===== src/rtl/trw_pkg.sv =====
package trw_pkg;
  localparam int unsigned NUM_W  = 8;  // weights per sample (2^3 dims)
  localparam int unsigned NUM_P1 = 6;  // partial products kept after pass one
  localparam int unsigned NUM_D  = 3;  // interpolated dimensions
endpackage


===== src/rtl/trw_comp.sv =====
module trw_comp #(
  parameter int unsigned DW = 8
) (
  input  logic [DW-1:0] d_i,
  output logic [DW-1:0] c_o
);
  logic [DW:0] diff;
  assign diff = {1'b1, {DW{1'b0}}} - {1'b0, d_i};
  // 1.0 is not representable: saturate
  assign c_o  = (d_i == '0) ? {DW{1'b1}} : diff[DW-1:0];
endmodule


===== src/rtl/trw_mul.sv =====
module trw_mul #(
  parameter int unsigned DW = 8
) (
  input  logic [DW-1:0] a_i,
  input  logic [DW-1:0] b_i,
  output logic [DW-1:0] p_o
);
  logic [2*DW-1:0] full;
  assign full = a_i * b_i;
  assign p_o  = full[2*DW-1:DW];
endmodule


===== src/rtl/trw_ctrl.sv =====
module trw_ctrl (
  input  logic clk_i,
  input  logic rst_ni,
  input  logic start_i,
  output logic accept_o,
  output logic busy_o,
  output logic done_o
);
  assign accept_o = start_i & ~busy_o;

  always_ff @(posedge clk_i or negedge rst_ni) begin
    if (!rst_ni) begin
      busy_o <= 1'b0;
      done_o <= 1'b0;
    end else begin
      busy_o <= accept_o;
      done_o <= busy_o;
    end
  end
endmodule


===== src/rtl/trw_route.sv =====
module trw_route
  import trw_pkg::*;
#(
  parameter int unsigned DW = 8
) (
  input  logic                   pass2_i,
  input  logic [DW-1:0]          mag_i,
  input  logic [DW-1:0]          dr_i,
  input  logic [DW-1:0]          dc_i,
  input  logic [DW-1:0]          do_i,
  input  logic [DW-1:0]          cr_i,
  input  logic [DW-1:0]          cc_i,
  input  logic [DW-1:0]          co_i,
  input  logic [NUM_P1*DW-1:0]   p1_i,
  output logic [NUM_W*DW-1:0]    op_a_o,
  output logic [NUM_W*DW-1:0]    op_b_o
);
  // p1 slots: 0 mag*dr, 1 mag*cr, 2 dc*do, 3 dc*co, 4 cc*do, 5 cc*co
  for (genvar k = 0; k < NUM_W; k++) begin : g_mux
    logic [DW-1:0] a1, b1, a2, b2;
    localparam int unsigned RSEL = (k >> 2) & 1;
    localparam int unsigned QSEL = 2 + (k & 3);

    if (k == 0) begin : g_k0
      assign a1 = mag_i; assign b1 = dr_i;
    end else if (k == 1) begin : g_k1
      assign a1 = mag_i; assign b1 = cr_i;
    end else if (k == 2) begin : g_k2
      assign a1 = dc_i;  assign b1 = do_i;
    end else if (k == 3) begin : g_k3
      assign a1 = dc_i;  assign b1 = co_i;
    end else if (k == 4) begin : g_k4
      assign a1 = cc_i;  assign b1 = do_i;
    end else if (k == 5) begin : g_k5
      assign a1 = cc_i;  assign b1 = co_i;
    end else begin : g_idle
      assign a1 = '0;    assign b1 = '0;
    end

    assign a2 = p1_i[RSEL*DW +: DW];
    assign b2 = p1_i[QSEL*DW +: DW];

    assign op_a_o[k*DW +: DW] = pass2_i ? a2 : a1;
    assign op_b_o[k*DW +: DW] = pass2_i ? b2 : b1;
  end
endmodule


===== src/rtl/trw_weight_gen.sv =====
module trw_weight_gen
  import trw_pkg::*;
#(
  parameter int unsigned DW = 8
) (
  input  logic              clk_i,
  input  logic              rst_ni,
  input  logic              start_i,
  input  logic [DW-1:0]     mag_i,
  input  logic [DW-1:0]     d_r_i,
  input  logic [DW-1:0]     d_c_i,
  input  logic [DW-1:0]     d_o_i,
  output logic [8*DW-1:0]   w_o,
  output logic              busy_o,
  output logic              done_o
);
  localparam int unsigned WBITS = NUM_W * DW;
  localparam int unsigned PBITS = NUM_P1 * DW;

  logic              accept;
  logic [DW-1:0]     cr, cc, co;
  logic [PBITS-1:0]  p1_q;
  logic [WBITS-1:0]  op_a, op_b, prod;
  logic [WBITS-1:0]  w_q;

  trw_ctrl u_ctrl (
    .clk_i    (clk_i),
    .rst_ni   (rst_ni),
    .start_i  (start_i),
    .accept_o (accept),
    .busy_o   (busy_o),
    .done_o   (done_o)
  );

  trw_comp #(.DW(DW)) u_cr (.d_i(d_r_i), .c_o(cr));
  trw_comp #(.DW(DW)) u_cc (.d_i(d_c_i), .c_o(cc));
  trw_comp #(.DW(DW)) u_co (.d_i(d_o_i), .c_o(co));

  trw_route #(.DW(DW)) u_route (
    .pass2_i (busy_o),
    .mag_i   (mag_i),
    .dr_i    (d_r_i),
    .dc_i    (d_c_i),
    .do_i    (d_o_i),
    .cr_i    (cr),
    .cc_i    (cc),
    .co_i    (co),
    .p1_i    (p1_q),
    .op_a_o  (op_a),
    .op_b_o  (op_b)
  );

  for (genvar k = 0; k < NUM_W; k++) begin : g_mul
    trw_mul #(.DW(DW)) u_mul (
      .a_i (op_a[k*DW +: DW]),
      .b_i (op_b[k*DW +: DW]),
      .p_o (prod[k*DW +: DW])
    );
  end

  always_ff @(posedge clk_i or negedge rst_ni) begin
    if (!rst_ni) begin
      p1_q <= '0;
    end else if (accept) begin
      p1_q <= prod[PBITS-1:0];
    end
  end

  always_ff @(posedge clk_i or negedge rst_ni) begin
    if (!rst_ni) begin
      w_q <= '0;
    end else if (busy_o) begin
      w_q <= prod;
    end
  end

  assign w_o = w_q;
endmodule


===== config.mk =====
export PLATFORM = sky130hd
export DESIGN_NAME = trw_weight_gen
export DESIGN_NICKNAME = d
export VERILOG_FILES = /design/src/rtl/trw_pkg.sv /design/src/rtl/trw_comp.sv /design/src/rtl/trw_mul.sv /design/src/rtl/trw_ctrl.sv /design/src/rtl/trw_route.sv /design/src/rtl/trw_weight_gen.sv
export SDC_FILE = /design/constraint.sdc
export NUM_CORES = 1
export LEC_CHECK = 0
export ABC_AREA = 1
export BUFFER_PORTS_ARGS = -buffer_cell sky130_fd_sc_hd__buf_2
export CORE_MARGIN = 2
export CORE_UTILIZATION = 53
export CTS_BUF_LIST = sky130_fd_sc_hd__clkbuf_4
export DETAILED_ROUTE_END_ITERATION = 8
export GPL_TIMING_DRIVEN = 0
export PLACE_DENSITY = 0.71
export SLEW_MARGIN = 20
export SYNTH_ARGS = -nofsm -noshare
export SYNTH_HDL_FRONTEND = slang
export SYNTH_SLANG_ARGS = --single-unit
export TNS_END_PERCENT = 10

===== constraint.sdc =====
create_clock -name clk_i -period 15.9 [get_ports clk_i]
set_clock_uncertainty 0.15 [all_clocks]
set_input_delay 3.18 -clock clk_i [delete_from_list [all_inputs] [get_ports clk_i]]
set_output_delay 3.18 -clock clk_i [all_outputs]
set_load 0.03 [all_outputs]

# --- Yosys cells after proc, flatten, opt, wreduce, memory -nomap -nowiden ---
# Cells that the tools add are included.
word_totals:
  ff_bits: 114
  latch_bits: 0
  ram_bits: 0
  romBits: 0
  inputBits: 35
  word_cells: 35
  memories: 0
op_classes:
  n_addsub: 3
  n_mul: 8
  div: 0
  order_cmp: 0
  n_eq_ne: 0
  shifts: 0
  n_mux: 15
  bitwise_logic: 2
  reduce_logical: 3
ops:
  columns: ["operator", "n"]
  rows:
  - ["multiplier 8 x 8 -> 16 bit", 8]
  - ["two-way mux 8 bit", 15]
  - ["logical NOT 8 bit", 3]
  - ["subtractor 1 x 8 -> 8 bit (first input constant)", 3]
  - ["AND 1 bit", 1]
  - ["NOT 1 bit", 1]

# --- Longest topological paths before layout ---
# Gate-level depths: netlist of the first run.
logic_depth:
  ltp_word: 4
  mapped_depth: 28
  depth_no_buf: 28

# --- By module ---
# From an unflattened synthesis of the first run, not the netlist that was laid out.
hier_totals:
  cells_unflattened: 3517
  area_unflattened_um2: 23651.4
modules_own_cells:
  columns: ["module", "instances", "cells_per_inst", "area_per_inst_um2"]
  rows:
  - ["trw_mul (g_mul[0].u_mul ...)", 4, 333, 2207.1]
  - ["trw_mul (g_mul[3].u_mul ...)", 3, 333, 2200.9]
  - ["trw_weight_gen", 1, 473, 4207.8]
  - ["trw_mul (g_mul[6].u_mul)", 1, 333, 2205.9]
  - ["trw_route", 1, 244, 1067.3]
  - ["trw_comp", 3, 44, 226.5]
  - ["trw_ctrl", 1, 4, 60.1]

# --- Worst setup path before layout of the first run ---
# OpenSTA, ideal clock, no wires.
synth_timing:
  path_kind: "in2reg"
  from: "in d_c_i[0]"
  to: "reg w_q[39], in the netlist w_o[39]"
  arrival_ps: 7833
  slack_ps: 7799
  cell_stages: 23
  path_cell_list: "inv_1 -> ha_1 -> nand2_1 -> nor2_1 -> a21oi_1 -> o21ai_0 -> a21oi_1 -> buf_2 -> nor2_1 -> fa_1 -> fa_1 -> fa_1 -> inv_1 -> fa_1 -> inv_1 -> ha_1 -> a21oi_1 -> o21a_1 -> nor2_1 -> a2111oi_0 -> nand3_1 -> nand3_1 -> nand2_1"
synth_via:
  elab_chain_cells: 4
synth_lines:
  columns: ["element", "line", "source"]
  rows:
  - ["start, declared", "trw_weight_gen.sv:11", "input logic [DW-1:0] d_c_i,"]
  - ["subtractor 1 x 8 -> 8 bit or logical NOT 8 bit (tied branches)", "trw_comp.sv:8, trw_comp.sv:10", null]
  - ["two-way mux 8 bit *", "trw_comp.sv:10", "assign c_o = (d_i == '0) ? {DW{1'b1}} : diff[DW-1:0];"]
  - ["two-way mux 8 bit *", "trw_route.sv:43", "assign op_a_o[k*DW +: DW] = pass2_i ? a2 : a1;"]
  - ["multiplier 8 x 8 -> 16 bit *", "trw_mul.sv:9", "assign full = a_i * b_i;"]
  - ["end signal, assigned", "trw_weight_gen.sv:73", "w_q <= prod;"]
  - ["end, declared", "trw_weight_gen.sv:24", "logic [WBITS-1:0] w_q;"]
# Every way passes the cells marked *; elsewhere a longest branch is shown, timed or not.
# A chain may end at the register's enable or synchronous reset.

# --- Worst setup path after layout of the first run ---
# Ends and elaborated chain as after synthesis.

==> impl_metrics.env, run 1 <==
export IMPL_status="finished, final reports clean"
export IMPL_synth_distinct_cells=54
export IMPL_ys_warn_count=0
export IMPL_synth_ff_type="dfrtp_1"
export IMPL_cts_tree="built"
export IMPL_p_leak_nw=13.4
export IMPL_dr_pass1_iters=6
export IMPL_cp_end_kind="flip-flop"
export IMPL_drive_gt1_share_pct=7.60
export IMPL_synthesis_area_um2=21600
export IMPL_synth_xor_area_share_pct=1.05
export IMPL_final_hold_viol_count=0
export IMPL_gp_congestion=0.972
export IMPL_cts_buffers=17
export IMPL_finalPower_mw=4.39
export IMPL_cts_buffer_depth=2
export IMPL_drv_cap=0
export IMPL_port_buffers=100
export IMPL_synth_nets=3500
export IMPL_rsz0062_at_grt="false"
export IMPL_synth_area_top_cells="fa_1 26%, ha_1 15%, dfrtp_1 13%, nand2_1 12%, inv_1 10%"
export IMPL_synth_top_family_by_area="adder cells"
export IMPL_totalWireLength_um=67700
export IMPL_cts_setup_buffers=0
export IMPL_hpwlAfterDp_um=56500
export IMPL_htreeDepth=4
export IMPL_ctsRootBufferMaster="clkbuf_4"
export IMPL_yosys_area_share_adder_pct=41.5
export IMPL_min_from="w_o[61]"
export IMPL_r2r_end="p1_q[21]"
export IMPL_start_util_pct=54.0
export IMPL_avgSynthCellArea_um2=7.39
export IMPL_tns_ns=0
export IMPL_period_share_pct=53.7
export IMPL_core_area_um2=39900
export IMPL_via_count=19900
export IMPL_vdd_ir_drop_max_uv=213
export IMPL_cp_data_required_time_ns=16.39
export IMPL_drt_iter0_drc=1749
export IMPL_crit_start="d_c_i[0]"
export IMPL_cts_resized=0
export IMPL_grt_max_degree=70
export IMPL_grt_overflow_total=0
export IMPL_max_slew_margin_pct=30.3
export IMPL_yosys_area_top_type="fa_1"
export IMPL_async_reset_ff_share_pct=100
export IMPL_syn_inst=2918
export IMPL_fp_dieW_um=206
export IMPL_synth_compound_area_share_pct=7.48
export IMPL_groute_usage_overall_pct=33.6
export IMPL_hp_class="flip-flop to flip-flop"
export IMPL_grt_pass1_vias=19700
export IMPL_fillers=3860
export IMPL_crit_arrival_ns=9.03
export IMPL_hold_buffers=0
export IMPL_critPathLaunchType="primary input"
export IMPL_crit_fanout=10
export IMPL_multi_input_area_um2=16200
export IMPL_clk_latency_ns=0.77
export IMPL_die_y_um=206
export IMPL_area_growth_pct=6.82
export IMPL_r2r_cells=20
export IMPL_slew_viol_final=0
export IMPL_regArea_um2=2850
export IMPL_tightest_slew_ns=1.04
export IMPL_clkTransAtPathRegs_ns=0.13
export IMPL_rows=73
export IMPL_io_pins=101
export IMPL_synth_top_area_share_pct=26.0
export IMPL_final_nets=3620
export IMPL_synth_simple_area_share_pct=24.9
export IMPL_grt_pass1_wl_um=107000
export IMPL_ys_ff_latch=114
export IMPL_ys_seq_area_share_pct=13.2
export IMPL_p_per_area_nw_per_um2=191
export IMPL_synth_edf_count=0
export IMPL_reg2reg_from="u_ctrl.busy_o"
export IMPL_ant_nets=0
export IMPL_min_period_ns=8.54
export IMPL_crit_type="primary input to flip-flop"
export IMPL_wl_per_cell_um=18.9
export IMPL_crit_end="w_o[39]"
export IMPL_synth_mux_area_share_pct=0
export IMPL_die_area_um2=42300
export IMPL_antenna_found_initial=4
export IMPL_ff2ff_setup_slack_ns=8.95
export IMPL_drc=0
export IMPL_via_per_inst=5.55
export IMPL_setup_viol=0
export IMPL_timing_fmax_mhz=117
export IMPL_clock_sinks=114
-- worst max-delay path, stage by stage --
cell	delay [ns]
buf_2	0.12
inv_1	0.09
ha_1	0.23
nand2_1	0.21
nor2_1	0.11
a21oi_1	0.12
o21ai_0	0.13
a21oi_1	0.66
buf_2	0.37
nor2_1	0.09
fa_1	0.56
fa_1	0.45
fa_1	0.50
inv_1	0.06
fa_1	0.47
inv_1	0.04
ha_1	0.32
a21oi_1	0.21
o21a_1	0.19
nor2_1	0.05
a2111oi_0	0.42
nand3_1	0.17
nand3_1	0.19
nand2_1	0.07
-- state kept, by name, summed over array words and instances (netlist names) --
name,cells
u_ctrl.busy_o,1
u_ctrl.done_o,1
p1_q,48
w_o,64
-- logic make-up after synthesis --
family | after synthesis
xor gates and xnor gates | 25
DFF | 114
buffers and inverters | 660
adders and majority gates | 547
AOI/OAI and AO/OA | 270
and+or+nand+nor | 1302
-- Yosys cell counts, drive strengths merged, types with 17 or more instances --
cell and number:
a21o 17, a21oi 91, buf 30, clkbuf 21, dfrtp 114, fa 280, ha 267, inv 594
nand2 699, nand3 175, nor2 354, nor3 23, o21ai 99, o21bai 17, or2 23
-- final cells by class --
| cell class | instances | share of cell area [%] |
|---|---|---|
| inverters | 609 | 9.93 |
| diodes | 2 | 0.0217 |
| well taps | 525 | 2.85 |
| repair buffers | 101 | 2.32 |
| flip-flops and latches | 114 | 12.4 |
| clock buffers | 17 | 0.554 |
| multi-input cells | 2144 | 70.1 |
| clock inverters | 15 | 0.635 |
| plain buffers | 51 | 1.19 |
-- power by group --
group          total (mW)  internal, mW  leakage (nW)  switching (mW)
Clock               0.248        0.0813         0.145           0.167
Sequential          0.508         0.408          1.45          0.0998
Combinational        3.64          1.24          11.8            2.40
Total                4.39          1.73          13.4            2.66
-- cell usage in the layout, fill, tap and decap left out, types with 23 or more instances in the layout --
master,synthesis,layout
a21oi_1,86,86
buf_2,20,119
dfrtp_1,114,114
fa_1,280,280
ha_1,267,267
inv_1,588,588
nand2_1,687,687
nand3_1,170,170
nor2_1,346,346
nor3_1,23,23
o21ai_0,58,58
o21ai_1,35,35
-- routing by layer --
| metal | track usage [%] | vias up | wire (µm) |
|---|---|---|---|
| met3 | 8.25 | 152 | 6060 |
| met1 | 44.7 | 9597 | 28600 |
| met2 | 53.2 | 863 | 30600 |
| li1 | - | 9241 | - |
| met4 | 12.0 | 4 | 2380 |
| met5 | 0 | - | 33 |
-- through the flow --
stage                     hold WS (ns)  util [%]  instances  instance area, µm²  worst slack [ns]
final                            0.339      57.7       3578               23000              7.36
after global routing             0.359      57.7       3578               23000              7.00
after CTS                        0.345      57.7       3576               23000              7.45
after detailed placement         0.310      57.0       3544               22800              6.68
after global placement           0.308      56.9       3543               22700              6.67
after floorplan                  0.292         -       2918               21600              7.80
-- worst min-delay path by stage --
| stage | to | slack, ns | cells past startpoint |
|---|---|---|---|
| floorplan | p1_q[29] | 0.29 | 2 |
| global placement | w_o[31] | 0.31 | 2 |
| detailed placement | w_o[8] | 0.31 | 2 |
| CTS | w_o[61] | 0.35 | 2 |
| global route | w_o[61] | 0.36 | 2 |
| finish | w_o[61] | 0.34 | 2 |
Power figures use the tool's default switching activity.
==> run 2, diff against run 1 <==
--- a/config.mk
+++ b/config.mk
@@ -5,7 +5,7 @@
 export SDC_FILE = /design/constraint.sdc
 export NUM_CORES = 1
 export LEC_CHECK = 0
-export ABC_AREA = 1
+export ABC_AREA = 0
 export BUFFER_PORTS_ARGS = -buffer_cell sky130_fd_sc_hd__buf_2
 export CORE_MARGIN = 2
 export CORE_UTILIZATION = 53
==> constraint.sdc (replaced) <==
create_clock -name clk_i -period 8.49 [get_ports clk_i]
set_clock_uncertainty 0.15 [all_clocks]
set_input_delay 1.698 -clock clk_i [delete_from_list [all_inputs] [get_ports clk_i]]
set_output_delay 1.698 -clock clk_i [all_outputs]
set_load 0.03 [all_outputs]
==> impl_metrics.env, run 2 <==
export IMPL_ctsRootBufferMaster="clkbuf_4"
export IMPL_synth_top_area_share_pct=27.8
export IMPL_cts_setup_buffers=0
export IMPL_cp_end_kind="flip-flop"
export IMPL_comb_power_share_pct=80.0
export IMPL_final_common_cell="inv_1"
export IMPL_critPathLaunchType="flip-flop"
export IMPL_fp_dieW_um=199
export IMPL_hold_buffers=0
export IMPL_avgSynthCellArea_um2=8.60
export IMPL_clkTransAtPathRegs_ns=0.13
export IMPL_slowest_delay_ns=0.84
export IMPL_yosysMostFrequentCell="inv_1"
export IMPL_crit_arrival_ns=8.51
export IMPL_via_count=17100
export IMPL_switching_share_pct=56.4
export IMPL_path_cells="buf_4 > inv_1 > clkbuf_1 > clkbuf_1 > clkbuf_1 > a21boi_1 > nor2_1 > fa_1 > fa_1 > fa_1 > inv_1 > fa_1 > inv_1 > ha_1 > a21o_1 > a211oi_1 > o2bb2ai_1 > a31oi_1 > a41o_1 > or4_1 > nand4_1 > o21ai_0"
export IMPL_crit_fanout=10
export IMPL_cp_data_required_time_ns=8.85
export IMPL_place_area_um2=21300
export IMPL_ys_warn_count=0
export IMPL_timing_fmax_mhz=123
export IMPL_hp_class="flip-flop to flip-flop"
export IMPL_max_slew_margin_pct=27.1
export IMPL_tns_ns=0
export IMPL_rows=71
export IMPL_grt_pass1_vias=17600
export IMPL_cts_tree="built"
export IMPL_p_int_mw=3.11
export IMPL_drc=0
export IMPL_area_growth_pct=7.42
export IMPL_ys_ff_latch=114
export IMPL_ant_nets=0
export IMPL_start_util_pct=53.6
export IMPL_grt_pass1_wl_um=96000
export IMPL_status="finished, final reports clean"
export IMPL_largest_register_ffs=64
export IMPL_drt_iter0_drc=1325
export IMPL_min_period_ns=8.15
export IMPL_io_pins=101
export IMPL_final_hold_viol_count=0
export IMPL_setup_viol=0
export IMPL_dr_pass1_iters=6
export IMPL_drv_cap=0
export IMPL_via_per_inst=5.70
export IMPL_port_buffers=99
export IMPL_drive_gt1_share_pct=9.05
export IMPL_synth_distinct_cells=67
export IMPL_synth_edf_count=0
export IMPL_antenna_found_initial=9
export IMPL_async_reset_ff_share_pct=100
export IMPL_cp_buffers_inverters=7
export IMPL_htreeDepth=4
export IMPL_groute_usage_overall_pct=32.3
export IMPL_hpwlAfterDp_um=49500
export IMPL_ys_seq_area_share_pct=14.2
export IMPL_die_y_um=199
export IMPL_slowest_stage="clkbuf_1"
export IMPL_synth_area_top_cells="fa_1 28%, ha_1 17%, dfrtp_1 14%, inv_1 7.5%, nor2_1 5.4%"
export IMPL_syn_inst=2342
export IMPL_tightest_slew_ns=1.09
export IMPL_synth_nets=2924
export IMPL_grt_max_degree=59
export IMPL_fin_ws_ns=0.335
export IMPL_cts_buffer_depth=2
export IMPL_synth_ff_type="dfrtp_1"
export IMPL_p_leak_nw=11.7
export IMPL_power_frac_seq_pct=13.2
export IMPL_totalWireLength_um=60200
export IMPL_die_area_um2=39600
export IMPL_cpMostUsedCell="fa_1"
export IMPL_slew_viol_final=0
export IMPL_clkPwrFrac_pct=6.8
export IMPL_critical_path_top_delay_family="buffers and inverters"
export IMPL_grt_overflow_total=0
export IMPL_wl_per_cell_um=20.1
export IMPL_p_per_area_nw_per_um2=330
export IMPL_final_nets=3043
export IMPL_finalPower_mw=7.14
export IMPL_synthesis_area_um2=20100
export IMPL_pre_cts_ws_ns=-0.192
export IMPL_switchingPower_mw=4.03
export IMPL_synth_common_cells="401 x inv_1, 292 x nor2_1, 280 x fa_1, 267 x ha_1, 248 x nand2_1"
export IMPL_vdd_ir_drop_max_uv=312
export IMPL_design_area_um2=21600
export IMPL_core_area_um2=37600
export IMPL_gp_congestion=0.986
export IMPL_rsz0062_at_grt="false"
export IMPL_cts_buffers=17
export IMPL_clk_latency_ns=0.66
export IMPL_yosys_area_top_type="fa_1"
export IMPL_period_share_pct=96.1
export IMPL_final_cell_mix="401 x inv_1, 292 x nor2_1, 280 x fa_1, 267 x ha_1, 248 x nand2_1"
export IMPL_clock_sinks=114
export IMPL_crit_type="flip-flop to flip-flop"
[run 2: cell families after synthesis]
family / synth area share (%)
AO/OA/AOI/OAI: 9.16
flip-flops: 14.2
adder cells (fa/ha/maj): 44.4
XOR/XNOR: 3.00
buffers and inverters: 9.15
AND/OR/NAND/NOR: 18.1
multiplexers: 2.01
[run 2: layer usage]
metal	track usage (%)	part of all wire, %	vias to the layer above
met1	42.8	42	8426
met3	7.71	9.1	173
met5	0	0.080	-
met4	13.9	4.6	8
met2	50.5	45	740
li1	-	-	7705
[run 2: final cells by class]
class	instances	area [µm²]
clock inverter	15	183
sequential	114	2850
timing repair buffer	100	529
fill	3469	16000
tap	511	639
antenna	4	10.0
clock buffer	17	128
inverter	401	1510
multi-input combinational	1740	15400
buffer	87	338
[run 2: worst register-to-register path, delay by kind of cell (launching register included)]
kind	cells	cell delay [ns]
buf+inv	7	2.34
flops	1	0.60
simple gates	3	0.94
compound gates	7	1.77
fa+ha+maj	5	2.19
[run 2: per-stage QoR]
| step | util [%] | std cells | hold slack [ns] |
|---|---|---|---|
| final | 57.5 | 2989 | 0.341 |
| after global routing | 57.5 | 2987 | 0.369 |
| after CTS | 57.5 | 2985 | 0.344 |
| after detailed placement | 56.7 | 2953 | 0.314 |
| after global placement | 56.6 | 2952 | 0.305 |
| after floorplan | - | 2342 | 0.290 |
[run 2: final timing paths]
| check | from | end | slack (ns) | depth (start not counted) |
|---|---|---|---|---|
| max | u_ctrl.busy_o | w_o[15] | 0.34 | 22 |
| max reg2reg | u_ctrl.busy_o | w_o[15] | 0.34 | 22 |
| min reg2reg | w_o[42] | w_o[42] | 0.34 | 2 |
| min in group asynchronous | rst_ni | w_o[55] | 0.82 | 1 |
| max in group asynchronous | rst_ni | w_o[37] | 6.62 | 2 |
| min | w_o[42] | w_o[42] | 0.34 | 2 |
[run 2: power by group through the flow]
stage | Sequential (mW) | Clock [mW] | Combinational (mW)
after floorplan | 1.09 | 0 | 3.81
after global placement | 0.939 | 0 | 5.50
after detailed placement | 0.943 | 0 | 5.65
after CTS | 0.933 | 0.489 | 5.72
after global routing | 0.959 | 0.511 | 6.46
final | 0.941 | 0.485 | 5.72
[run 2: what timing repair did]
item / in CTS / in global routing
endpoints found under the hold margin: 0 / 0
resized for setup: 0 / 2
endpoints found under the setup margin: 0 / 1
